--- src/rtl/cdtimer_pkg.sv ---
package cdtimer_pkg;

  localparam int CTRL_W = 4;
  localparam int B_PER  = 0;
  localparam int B_D16  = 1;
  localparam int B_D256 = 2;
  localparam int B_EN   = 3;

  typedef enum logic [1:0] {
    RG_LOAD  = 2'd0,
    RG_COUNT = 2'd1,
    RG_CTRL  = 2'd2,
    RG_CLEAR = 2'd3
  } reg_sel_e;

  typedef struct packed {
    logic wr_load;
    logic wr_count;
    logic wr_ctrl;
    logic clr_acc;
  } strb_t;

endpackage

--- src/rtl/cdtimer_regdec.sv ---
module cdtimer_regdec
  import cdtimer_pkg::*;
#(
  parameter int NCH    = 4,
  parameter int ADDR_W = 4
) (
  input  logic                          sel_i,
  input  logic                          wr_i,
  input  logic [ADDR_W-1:0]             addr_i,
  output strb_t [NCH-1:0]               strb_o
);
  localparam int CH_W = ADDR_W - 2;

  logic [CH_W-1:0] ch_idx;
  reg_sel_e        rg_idx;

  assign ch_idx = addr_i[ADDR_W-1:2];
  assign rg_idx = reg_sel_e'(addr_i[1:0]);

  for (genvar i = 0; i < NCH; i++) begin : g_dec
    logic hit;
    assign hit                = sel_i && (ch_idx == CH_W'(i));
    assign strb_o[i].wr_load  = hit && wr_i && (rg_idx == RG_LOAD);
    assign strb_o[i].wr_count = hit && wr_i && (rg_idx == RG_COUNT);
    assign strb_o[i].wr_ctrl  = hit && wr_i && (rg_idx == RG_CTRL);
    assign strb_o[i].clr_acc  = hit && (rg_idx == RG_CLEAR);
  end

  logic [NCH*4-1:0] strb_flat;
  assign strb_flat = strb_o;

  always_comb begin
    if (sel_i) begin
      AST_ONE_TARGET: assert ($onehot0(strb_flat));
    end
  end

endmodule

--- src/rtl/cdtimer_prescale.sv ---
module cdtimer_prescale #(
  parameter int DIVA_LOG = 4,
  parameter int DIVB_LOG = 8
) (
  input  logic clk,
  input  logic rst_n,
  input  logic run_i,
  input  logic restart_i,
  input  logic sel_a_i,
  input  logic sel_b_i,
  output logic tick_o
);
  localparam int PSC_W = (DIVB_LOG > DIVA_LOG) ? DIVB_LOG : DIVA_LOG;

  logic [PSC_W-1:0] psc_q;

  // true when the lowest n bits of c are all ones
  function automatic logic low_ones(input logic [PSC_W-1:0] c, input int n);
    logic r;
    r = 1'b1;
    for (int k = 0; k < PSC_W; k++) begin
      if (k < n && !c[k]) r = 1'b0;
    end
    return r;
  endfunction

  logic hit_a, hit_b;
  assign hit_a = low_ones(psc_q, DIVA_LOG);
  assign hit_b = low_ones(psc_q, DIVB_LOG);

  always_comb begin
    if (!run_i)       tick_o = 1'b0;
    else if (sel_a_i) tick_o = hit_a;
    else if (sel_b_i) tick_o = hit_b;
    else              tick_o = 1'b1;
  end

  always_ff @(posedge clk) begin
    if (!rst_n)                   psc_q <= '0;
    else if (restart_i || !run_i) psc_q <= '0;
    else                          psc_q <= psc_q + 1'b1;
  end

  AST_RESTART_QUIET: assert property (@(posedge clk) disable iff (!rst_n)
    restart_i |=> !(tick_o && (sel_a_i || sel_b_i)));

endmodule

--- src/rtl/cdtimer_channel.sv ---
module cdtimer_channel
  import cdtimer_pkg::*;
#(
  parameter int CNT_W    = 24,
  parameter int DATA_W   = 32,
  parameter int DIVA_LOG = 4,
  parameter int DIVB_LOG = 8
) (
  input  logic              clk,
  input  logic              rst_n,
  input  strb_t             strb_i,
  input  logic [DATA_W-1:0] wdata_i,
  output logic [DATA_W-1:0] rd_load_o,
  output logic [DATA_W-1:0] rd_count_o,
  output logic [DATA_W-1:0] rd_ctrl_o,
  output logic              irq_o
);
  localparam int PAD_C = DATA_W - CNT_W;
  localparam int PAD_K = DATA_W - CTRL_W;

  logic [CNT_W-1:0]  load_q, count_q;
  logic [CTRL_W-1:0] ctrl_q;
  logic              irq_q;

  function automatic logic [CNT_W-1:0] fit_cnt(input logic [DATA_W-1:0] d);
    return d[CNT_W-1:0];
  endfunction

  function automatic logic [CTRL_W-1:0] fit_ctrl(input logic [DATA_W-1:0] d);
    return d[CTRL_W-1:0];
  endfunction

  // value after one tick: reload or park on expiry, else step down, zero idles
  function automatic logic [CNT_W-1:0] step_cnt(input logic [CNT_W-1:0] c,
                                                input logic [CNT_W-1:0] ld,
                                                input logic per);
    if (c == CNT_W'(1))  return per ? ld : '0;
    else if (c == '0)    return '0;
    else                 return c - 1'b1;
  endfunction

  logic [CTRL_W-1:0] ctrl_new;
  logic sw_touch, tick, expire_evt, reload_evt, psc_restart;

  assign ctrl_new    = fit_ctrl(wdata_i);
  assign sw_touch    = strb_i.wr_load | strb_i.wr_count | strb_i.wr_ctrl | strb_i.clr_acc;
  assign reload_evt  = strb_i.wr_load
                     | (strb_i.wr_ctrl && ctrl_new[B_EN])
                     | (strb_i.clr_acc && ctrl_q[B_PER]);
  assign psc_restart = reload_evt | strb_i.wr_ctrl;
  assign expire_evt  = tick && !sw_touch && (count_q == CNT_W'(1));

  cdtimer_prescale #(.DIVA_LOG(DIVA_LOG), .DIVB_LOG(DIVB_LOG)) u_psc (
    .clk       (clk),
    .rst_n     (rst_n),
    .run_i     (ctrl_q[B_EN]),
    .restart_i (psc_restart),
    .sel_a_i   (ctrl_q[B_D16]),
    .sel_b_i   (ctrl_q[B_D256]),
    .tick_o    (tick)
  );

  always_ff @(posedge clk) begin
    if (!rst_n) begin
      load_q  <= '0;
      count_q <= '0;
      ctrl_q  <= '0;
      irq_q   <= 1'b0;
    end else if (strb_i.wr_load) begin
      load_q  <= fit_cnt(wdata_i);
      count_q <= fit_cnt(wdata_i);
      irq_q   <= 1'b0;
    end else if (strb_i.wr_ctrl) begin
      ctrl_q <= ctrl_new;
      if (ctrl_new[B_EN]) count_q <= load_q;
      irq_q  <= 1'b0;
    end else if (strb_i.clr_acc) begin
      irq_q <= 1'b0;
      if (ctrl_q[B_PER]) count_q <= load_q;
    end else if (strb_i.wr_count) begin
      count_q <= fit_cnt(wdata_i);
    end else if (tick) begin
      count_q <= step_cnt(count_q, load_q, ctrl_q[B_PER]);
      if (expire_evt) irq_q <= 1'b1;
    end
  end

  assign rd_load_o  = {{PAD_C{1'b0}}, load_q};
  assign rd_count_o = {{PAD_C{1'b0}}, count_q};
  assign rd_ctrl_o  = {{PAD_K{1'b0}}, ctrl_q};
  assign irq_o      = irq_q;

  AST_LOAD_DROPS_IRQ: assert property (@(posedge clk) disable iff (!rst_n)
    strb_i.wr_load |=> !irq_o);
  AST_CTRL_DROPS_IRQ: assert property (@(posedge clk) disable iff (!rst_n)
    strb_i.wr_ctrl |=> !irq_o);
  AST_CLEAR_RELOAD: assert property (@(posedge clk) disable iff (!rst_n)
    (strb_i.clr_acc && ctrl_q[B_PER]) |=> (count_q == $past(load_q) && !irq_o));
  AST_EXPIRE_RAISES: assert property (@(posedge clk) disable iff (!rst_n)
    expire_evt |=> irq_o);
  AST_ONESHOT_HOLD: assert property (@(posedge clk) disable iff (!rst_n)
    (expire_evt && !ctrl_q[B_PER]) |=> (count_q == '0));
  AST_IDLE_WHEN_OFF: assert property (@(posedge clk) disable iff (!rst_n)
    (!ctrl_q[B_EN] && !sw_touch) |=> $stable(count_q) && (irq_o == $past(irq_o)));

endmodule

--- src/rtl/cdtimer_bank.sv ---
module cdtimer_bank
  import cdtimer_pkg::*;
#(
  parameter int NCH      = 4,
  parameter int CNT_W    = 24,
  parameter int DATA_W   = 32,
  parameter int DIVA_LOG = 4,
  parameter int DIVB_LOG = 8,
  localparam int CH_W    = (NCH > 1) ? $clog2(NCH) : 1,
  localparam int ADDR_W  = CH_W + 2
) (
  input  logic              clk,
  input  logic              rst_n,
  input  logic              bus_sel,
  input  logic              bus_wr,
  input  logic [ADDR_W-1:0] bus_addr,
  input  logic [DATA_W-1:0] bus_wdata,
  output logic [DATA_W-1:0] bus_rdata,
  output logic [NCH-1:0]    irq_out
);
  strb_t [NCH-1:0]   strb;
  logic [DATA_W-1:0] rd_load  [NCH];
  logic [DATA_W-1:0] rd_count [NCH];
  logic [DATA_W-1:0] rd_ctrl  [NCH];

  cdtimer_regdec #(.NCH(NCH), .ADDR_W(ADDR_W)) u_dec (
    .sel_i  (bus_sel),
    .wr_i   (bus_wr),
    .addr_i (bus_addr),
    .strb_o (strb)
  );

  for (genvar i = 0; i < NCH; i++) begin : g_ch
    cdtimer_channel #(
      .CNT_W(CNT_W), .DATA_W(DATA_W), .DIVA_LOG(DIVA_LOG), .DIVB_LOG(DIVB_LOG)
    ) u_ch (
      .clk        (clk),
      .rst_n      (rst_n),
      .strb_i     (strb[i]),
      .wdata_i    (bus_wdata),
      .rd_load_o  (rd_load[i]),
      .rd_count_o (rd_count[i]),
      .rd_ctrl_o  (rd_ctrl[i]),
      .irq_o      (irq_out[i])
    );
  end

  logic [CH_W-1:0] rd_ch;
  reg_sel_e        rd_rg;
  assign rd_ch = bus_addr[ADDR_W-1:2];
  assign rd_rg = reg_sel_e'(bus_addr[1:0]);

  always_comb begin
    bus_rdata = '0;
    for (int i = 0; i < NCH; i++) begin
      if (rd_ch == CH_W'(i)) begin
        case (rd_rg)
          RG_LOAD:  bus_rdata = rd_load[i];
          RG_COUNT: bus_rdata = rd_count[i];
          RG_CTRL:  bus_rdata = rd_ctrl[i];
          default:  bus_rdata = '0;
        endcase
      end
    end
  end

  AST_CLEAR_READS_ZERO: assert property (@(posedge clk) disable iff (!rst_n)
    (bus_sel && !bus_wr && rd_rg == RG_CLEAR) |-> (bus_rdata == '0));
  AST_RESET_QUIET: assert property (@(posedge clk)
    $past(!rst_n) |-> (irq_out == '0));

endmodule

--- config.mk ---
export PLATFORM = sky130hd
export DESIGN_NAME = cdtimer_bank
export DESIGN_NICKNAME = d
export VERILOG_FILES = /design/src/rtl/cdtimer_pkg.sv /design/src/rtl/cdtimer_regdec.sv /design/src/rtl/cdtimer_prescale.sv /design/src/rtl/cdtimer_channel.sv /design/src/rtl/cdtimer_bank.sv
export SDC_FILE = /design/constraint.sdc
export NUM_CORES = 1
export LEC_CHECK = 0
export BUFFER_PORTS_ARGS = -buffer_cell sky130_fd_sc_hd__buf_2
export CORE_UTILIZATION = 30
export CTS_CLUSTER_SIZE = 20
export DETAILED_ROUTE_END_ITERATION = 6
export PLACE_DENSITY = 0.49
export SYNTH_ARGS = -nofsm -noshare
export SYNTH_HDL_FRONTEND = slang
export SYNTH_HIERARCHICAL = 1
export SYNTH_SLANG_ARGS = --single-unit
export TNS_END_PERCENT = 10
--- constraint.sdc ---
create_clock -name clk -period 2.9 [get_ports clk]
set_clock_uncertainty 0.05 [all_clocks]
set_input_delay 0.145 -clock clk [delete_from_list [all_inputs] [get_ports clk]]
set_output_delay 0.145 -clock clk [all_outputs]
set_load 0.1 [all_outputs]
Yosys cells after proc, flatten, opt, wreduce, memory -nomap -nowiden
Index checks and enable logic that the tools add are counted.
{"block": "op_classes", "n_addsub": 8, "n_eq_ne": 18, "mux": 92, "n_bitwise": 33, "reduce_logical": 82}
{"op": "two-way mux 24 bit", "count": 41}
{"op": "case mux 24 bit (3 select lines)", "count": 4}
{"op": "equality test 24 x 1 -> 1 bit (second input constant)", "count": 4}
{"op": "zero test 24 bit", "count": 4}
{"op": "two-way mux 32 bit", "count": 3}
{"op": "subtractor 24 x 1 -> 24 bit (second input constant)", "count": 4}
{"op": "two-way mux 1 bit", "count": 44}
{"op": "logical AND 1 bit", "count": 40}
{"op": "adder 8 x 1 -> 8 bit (second input constant)", "count": 4}
{"op": "bitwise OR 1 bit", "count": 24}
{"op": "AND reduction 3 bit", "count": 8}
{"op": "nonzero test 5 bit", "count": 4}
{"op": "inequality test 4 x 2 -> 1 bit (second input constant)", "count": 4}
{"op": "OR reduction 4 bit", "count": 4}
{"op": "inequality test 3 x 2 -> 1 bit (second input constant)", "count": 4}
{"op": "NOT 1 bit", "count": 9}
{"op": "equality test 2 bit (second input constant)", "count": 4}
{"op": "zero test 1 bit", "count": 8}
{"op": "AND reduction 2 bit", "count": 4}
{"op": "OR reduction 2 bit", "count": 4}
{"op": "equality test 2 x 1 -> 1 bit (second input constant)", "count": 2}
{"op": "zero test 2 bit", "count": 2}
{"op": "logical OR 1 bit", "count": 4}
{"block": "totals", "register_bits": 244, "in_bits": 40, "word_cells": 253}

Depth between registers and ports, before layout
{"block": "logic_depth", "depth_word": 16, "depth_mapped": 12}

Cells and area by module
The synthesis kept the hierarchy.
{"mod": "cdtimer_channel", "n_inst": 4, "cells_each": 415, "area_per_inst_um2": 3482.1, "seq_area_each_um2": 1061.0}
{"mod": "cdtimer_bank", "n_inst": 1, "cells_each": 461, "area_per_inst_um2": 3522.1, "seq_area_each_um2": 0.0}
{"mod": "cdtimer_prescale", "n_inst": 4, "cells_each": 38, "area_per_inst_um2": 345.3, "seq_area_each_um2": 160.2}
{"mod": "cdtimer_regdec", "n_inst": 1, "cells_each": 26, "area_per_inst_um2": 130.1, "seq_area_each_um2": 0.0}

Least setup slack after synthesis
Ideal clock, no wire load.
{"block": "synth_timing", "kind": "input port to output port", "start": "input bus_addr[1]", "end": "output bus_rdata[11]", "t_arrival_ns": 3.936, "required_time_ns": 2.705, "setup_slack_ns": -1.231, "stages": 6, "n_path_buf": 3, "cell_sequence": "buf_6 > buf_8 > buf_6 > mux2_2 > a221oi_1 > o41ai_1"}
{"block": "synth_between", "elab_chain_len": 6, "word_cells_on_any_way": 11, "classes_between": "eq/ne: 2; mux: 8; reduce/logical: 1"}
{"element": "from (decl)", "line_no": "cdtimer_bank.sv:16", "rtl": "input logic [ADDR_W-1:0] bus_addr,"}
{"element": "equality test 2 bit, or another cell as far along", "line_no": "cdtimer_bank.sv:57", "rtl": "case (rd_rg)"}
{"element": "case mux 24 bit (3 select lines)", "line_no": "cdtimer_bank.sv:57"}
{"element": "two-way mux 24 bit", "line_no": "cdtimer_bank.sv:56", "rtl": "if (rd_ch == CH_W'(i)) begin"}
{"element": "two-way mux 32 bit (2 in series)", "line_no": "cdtimer_bank.sv:56"}
{"element": "two-way mux 32 bit *", "line_no": "cdtimer_bank.sv:56"}
{"element": "to (decl)", "line_no": "cdtimer_bank.sv:18", "rtl": "output logic [DATA_W-1:0] bus_rdata,"}
Every way passes the cells marked *; elsewhere a longest branch is shown, timed or not.

Worst setup path in the final report
{"block": "layout_timing", "start": "register g_ch[2].u_ch.count_q[15]", "end": "register g_ch[2].u_ch.count_q[3]"}
{"block": "layout_between", "elab_chain_len": 8, "word_cells_on_any_way": 9, "classes_between": "eq/ne: 1; mux: 7; reduce/logical: 1"}
{"element": "from (decl)", "line_no": "cdtimer_channel.sv:21", "rtl": "logic [CNT_W-1:0] load_q, count_q;"}
{"element": "from (signal assigned)", "line_no": "cdtimer_channel.sv:71", "rtl": "count_q <= fit_cnt(wdata_i);"}
{"element": "from (signal assigned)", "line_no": "cdtimer_channel.sv:75", "rtl": "if (ctrl_new[B_EN]) count_q <= load_q;"}
{"element": "from (signal assigned)", "line_no": "cdtimer_channel.sv:79", "rtl": "if (ctrl_q[B_PER]) count_q <= load_q;"}
{"element": "zero test 24 bit", "line_no": "cdtimer_channel.sv:38", "rtl": "else if (c == '0) return '0;"}
{"element": "two-way mux 24 bit", "line_no": "cdtimer_channel.sv:38"}
{"element": "two-way mux 24 bit *", "line_no": "cdtimer_channel.sv:37", "rtl": "if (c == CNT_W'(1)) return per ? ld : '0;"}
{"element": "two-way mux 24 bit *", "line_no": "cdtimer_channel.sv:82", "rtl": "end else if (tick) begin"}
{"element": "two-way mux 24 bit *", "line_no": "cdtimer_channel.sv:80", "rtl": "end else if (strb_i.wr_count) begin"}
{"element": "two-way mux 24 bit *", "line_no": "cdtimer_channel.sv:77", "rtl": "end else if (strb_i.clr_acc) begin"}
{"element": "two-way mux 24 bit *", "line_no": "cdtimer_channel.sv:73", "rtl": "end else if (strb_i.wr_ctrl) begin"}
{"element": "two-way mux 24 bit *", "line_no": "cdtimer_channel.sv:69", "rtl": "end else if (strb_i.wr_load) begin"}
Every way passes the cells marked *; elsewhere a longest branch is shown, timed or not. The select of a mux whose other input is x is not followed.
A chain may end at the register's enable or synchronous reset.

==> Flow_metrics.wiki <==
{| class="wikitable"
! Metric !! Value
|-
| Sinks on the clock net || 244
|-
| Result of the run || finished, final reports clean
|-
| Row count || 91
|-
| Cell chosen for the clock root || sky130_fd_sc_hd__clkbuf_16
|-
| Final count of negative-setup-slack endpoints || 0
|-
| Startpoint kind of the worst setup timing path || register
|-
| Number of antenna diodes || 0
|-
| Layout fillers || 6469
|-
| Cell taking the most area after synthesis || sky130_fd_sc_hd__dfxtp_1
|-
| Number of hold-slack violations in the final timing report || 0
|-
| Post-CTS Setup Bufs || 0
|-
| Fraction of final layout cells sized beyond drive strength 1 || 19.8%
|-
| Peak supply drop || 0.000402 V
|-
| Detailed Route Iter0 Violations || 1922
|-
| H-tree levels || 2
|-
| Library cell with the highest instance count after synthesis || sky130_fd_sc_hd__dfxtp_1
|-
| Area of the mapped netlist || 19000 sq um
|-
| Critical path data required time || 3250 ps
|-
| Inserted Clock Buffers || 34
|-
| Antenna violations before repair || 1
|-
| Prevailing post-synth register cell || sky130_fd_sc_hd__dfxtp_1
|-
| Clock latency of the later-clocked register in the worst-skew pair || 560 ps
|-
| Weighted congestion reported at the end of routability-driven placement || 0.915
|-
| Initial standard-cell utilization of the core || 30.6%
|-
| Post-route setup slack || 159 ps
|-
| Clock tree from TritonCTS || yes
|-
| I/O pins || 76
|-
| Area growth from synthesis to final layout || 16.0%
|-
| Core area || 62100 sq um
|-
| Final Util || 35.5%
|-
| Power per cell area || 505 nW/um^2
|-
| Fraction of power consumed by sequential logic || 32.0%
|-
| Post-detailed-route wirelength per cell || 22.9 microns
|-
| Distinct cell type count of the synthesized netlist || 72
|-
| Kind of capture point of the worst setup path || register
|-
| Total global routing overflow || 0
|-
| Kind of critical path || register to register
|-
| Measured slew at the worst slew-check pin || 894 ps
|-
| Max Cap Viol || 0
|-
| Number of buffers on the longest clock path || 3
|-
| Multi-input gate area in the final layout || 12400 sq um
|-
| Vias in the first global route || 18100
|-
| Wire length of the first global-routing pass || 113 mm
|-
| Width of the die || 253 microns
|-
| Sequential cell area in the final layout || 4880 sq um
|-
| Final-stage net count || 2480
|-
| Proportion of power drawn by the clock network || 38.4%
|-
| Final slew viol count || 0
|-
| Height of the chip || 253 microns
|-
| Internal power || 7190 uW
|-
| Leakage || 0.00827 uW
|-
| Clk pin slew, worst setup/hold paths || 50 ps
|-
| Flops & latches, synth || 244
|-
| Total Negative Setup Slacks || 0 ps
|-
| Maximum number of pins on one net before global-route repair || 51
|-
| Cells resized by post-CTS repair || 0
|-
| Worst endpoint data arrival time || 3090 ps
|-
| Logic gate share of total power || 29.6%
|-
| Tcrit/Tclk final || 94.5%
|-
| Total Die Area || 64200 sq um
|-
| Post-placement worst setup slack || -15.5 ps
|-
| Main area contributors after synthesis || sky130_fd_sc_hd__dfxtp_1, sky130_fd_sc_hd__a221oi_1, sky130_fd_sc_hd__buf_4
|-
| Post-cts hold buffer count || 0
|-
| Proportion of synthesized chip area in sequential cells || 25.8%
|-
| Syn Area/Cell || 8.25 sq um
|-
| Mapped Cells || 2299
|-
| GR Util All Layers || 23.0%
|-
| Number of remaining DRC errors || 0
|-
| Routed wire length || 75.1 mm
|-
| Post-layout minimum cycle time || 2740 ps
|-
| Hold WC Path Type || input pin to register
|-
| Async set-reset flop share out of synthesis || 0%
|-
| Highest fanout seen on the critical path || 11
|-
| Post-synth top area share || 25.8%
|-
| Net switching power || 3920 uW
|-
| Drt pass-1 iters || 7
|-
| Number of flops mapped to enable cells by yosys || 0
|-
| Worst relative slew slack || 40.4%
|-
| Number of vias after detailed routing || 18800
|-
| Share of total power consumed by net switching || 35.3%
|-
| Post-DRT Antenna Nets || 0
|-
| Hpwl dp || 52.5 mm
|-
| Unrepaired setup endpoints after global routing || false
|-
| Port Buffers || 67
|-
| Highest Clock Rate || 365 MHz
|-
| Top post-synthesis cells by count || sky130_fd_sc_hd__dfxtp_1, sky130_fd_sc_hd__nor2_1, sky130_fd_sc_hd__nand2_1
|-
| Number of vias per cell || 5.75
|-
| Count of warnings emitted by yosys || 6
|}
-- path summary, 6_finish.rpt --
| kind | from | endpoint | slack, ps | depth (start not counted) |
|---|---|---|---|---|
| setup reg to reg | g_ch[2].u_ch/count_q[15]$_SDFFE_PN0P_ | g_ch[2].u_ch/count_q[3]$_SDFFE_PN0P_ | 160 | 6 |
| hold / removal | bus_wdata[21] | g_ch[2].u_ch/load_q[21]$_SDFFE_PN0P_ | 50 | 3 |
| hold reg to reg | g_ch[0].u_ch/u_psc/psc_q[0]$_SDFF_PP0_ | g_ch[0].u_ch/u_psc/psc_q[0]$_SDFF_PP0_ | 410 | 1 |
| setup / recovery | g_ch[2].u_ch/count_q[15]$_SDFFE_PN0P_ | g_ch[2].u_ch/count_q[3]$_SDFFE_PN0P_ | 160 | 6 |
-- worst max-delay path: stages (launching register included) --
cell and delay [ps]:
sky130_fd_sc_hd__dfxtp_1 310, sky130_fd_sc_hd__or4_4 560, sky130_fd_sc_hd__or4_1 460, sky130_fd_sc_hd__or3_1 540, sky130_fd_sc_hd__buf_12 220, sky130_fd_sc_hd__a221oi_1 300
sky130_fd_sc_hd__a221oi_1 140
-- metrics by stage --
step	instance area, sq um	instances	hold slack (ps)	power, uW
after floorplan	19600	2471	226	5890
after global placement	20900	3221	396	6830
after detailed placement	20900	3221	400	6850
after CTS	22000	3279	5.94	11200
after global routing	22000	3279	46.0	11600
final	22000	3279	50.1	11100
-- cells in the final DEF (no fill, tap or decap), types with 16 or more instances in the layout --
cell                        netlist  layout
sky130_fd_sc_hd__xor2_1          16      16
sky130_fd_sc_hd__o31ai_1         20      16
sky130_fd_sc_hd__ha_1            20      20
sky130_fd_sc_hd__o31a_1          20      20
sky130_fd_sc_hd__nand3_1         29      29
sky130_fd_sc_hd__nand4_1         21      21
sky130_fd_sc_hd__a221oi_2        41      41
sky130_fd_sc_hd__a21oi_1         94      93
sky130_fd_sc_hd__buf_12           0      35
sky130_fd_sc_hd__mux2_1          17      17
sky130_fd_sc_hd__a221oi_1       171     171
sky130_fd_sc_hd__dfxtp_1        244     244
sky130_fd_sc_hd__mux2_2          59      59
sky130_fd_sc_hd__or3_1           28      28
sky130_fd_sc_hd__and2_1          16      16
sky130_fd_sc_hd__buf_2           38      44
sky130_fd_sc_hd__buf_4          180     198
sky130_fd_sc_hd__conb_1           4     176
sky130_fd_sc_hd__nand2_1        221     221
sky130_fd_sc_hd__mux2i_1        132     132
sky130_fd_sc_hd__clkbuf_16        0      37
sky130_fd_sc_hd__o21a_1          16      16
sky130_fd_sc_hd__nor4_1          25      25
sky130_fd_sc_hd__xnor2_1         32      32
sky130_fd_sc_hd__nor2_1         231     228
sky130_fd_sc_hd__nor3_1          32      31
sky130_fd_sc_hd__o21ai_0         74      74
sky130_fd_sc_hd__inv_1           31      31
sky130_fd_sc_hd__o22ai_1         23      23
sky130_fd_sc_hd__o32ai_1         17      17
sky130_fd_sc_hd__o221ai_1        72      72
-- state kept, by name, summed over array words and instances (netlist names) --
name	cells
g_ch.u_ch/count_q	96
g_ch.u_ch/load_q	96
g_ch.u_ch/u_psc/psc_q	32
g_ch.u_ch/ctrl_q	16
g_ch.u_ch/irq_o	4
-- final cells by class --
type / instances / area share [%]
Sequential cell: 244 / 22.2
Clock inverter: 5 / 0.228
Clock buffer: 53 / 4.80
Tap cell: 837 / 4.76
Inverter: 34 / 0.580
Timing Repair Buffer: 278 / 11.0
Multi-Input combinational cell: 1828 / 56.4
-- cells by family (layout without fill, tap and decap cells) --
group                      after synthesis  after routing  synth area share, %
buffers and inverters                  399            370                 12.5
muxes                                  217            217                 12.2
DFF                                    244            244                 25.8
and+or+nand+nor                        699            699                 17.5
xor gates and xnor gates                48             48                 2.22
other                                    4            176               0.0792
AOI/OAI and AO/OA                      668            668                 28.4
adders and majority gates               20             20                 1.32
-- layer usage --
layer	vias up	routed length [microns]	track usage (%)
met5	-	13	0
met1	9270	32800	30.2
met4	2	3470	11.0
li1	8671	-	-
met2	746	33600	36.2
met3	157	5280	3.99
-- power by group through the flow --
| stage | clock [uW] | sequential [uW] | combinational, uW |
|---|---|---|---|
| after floorplan | 0 | 3600 | 2290 |
| after detailed placement | 0 | 3620 | 3230 |
| after global routing | 4480 | 3570 | 3510 |
| final | 4270 | 3560 | 3290 |
| after global placement | 0 | 3620 | 3210 |
| after CTS | 4360 | 3550 | 3240 |
Power figures use the tool's default switching activity.
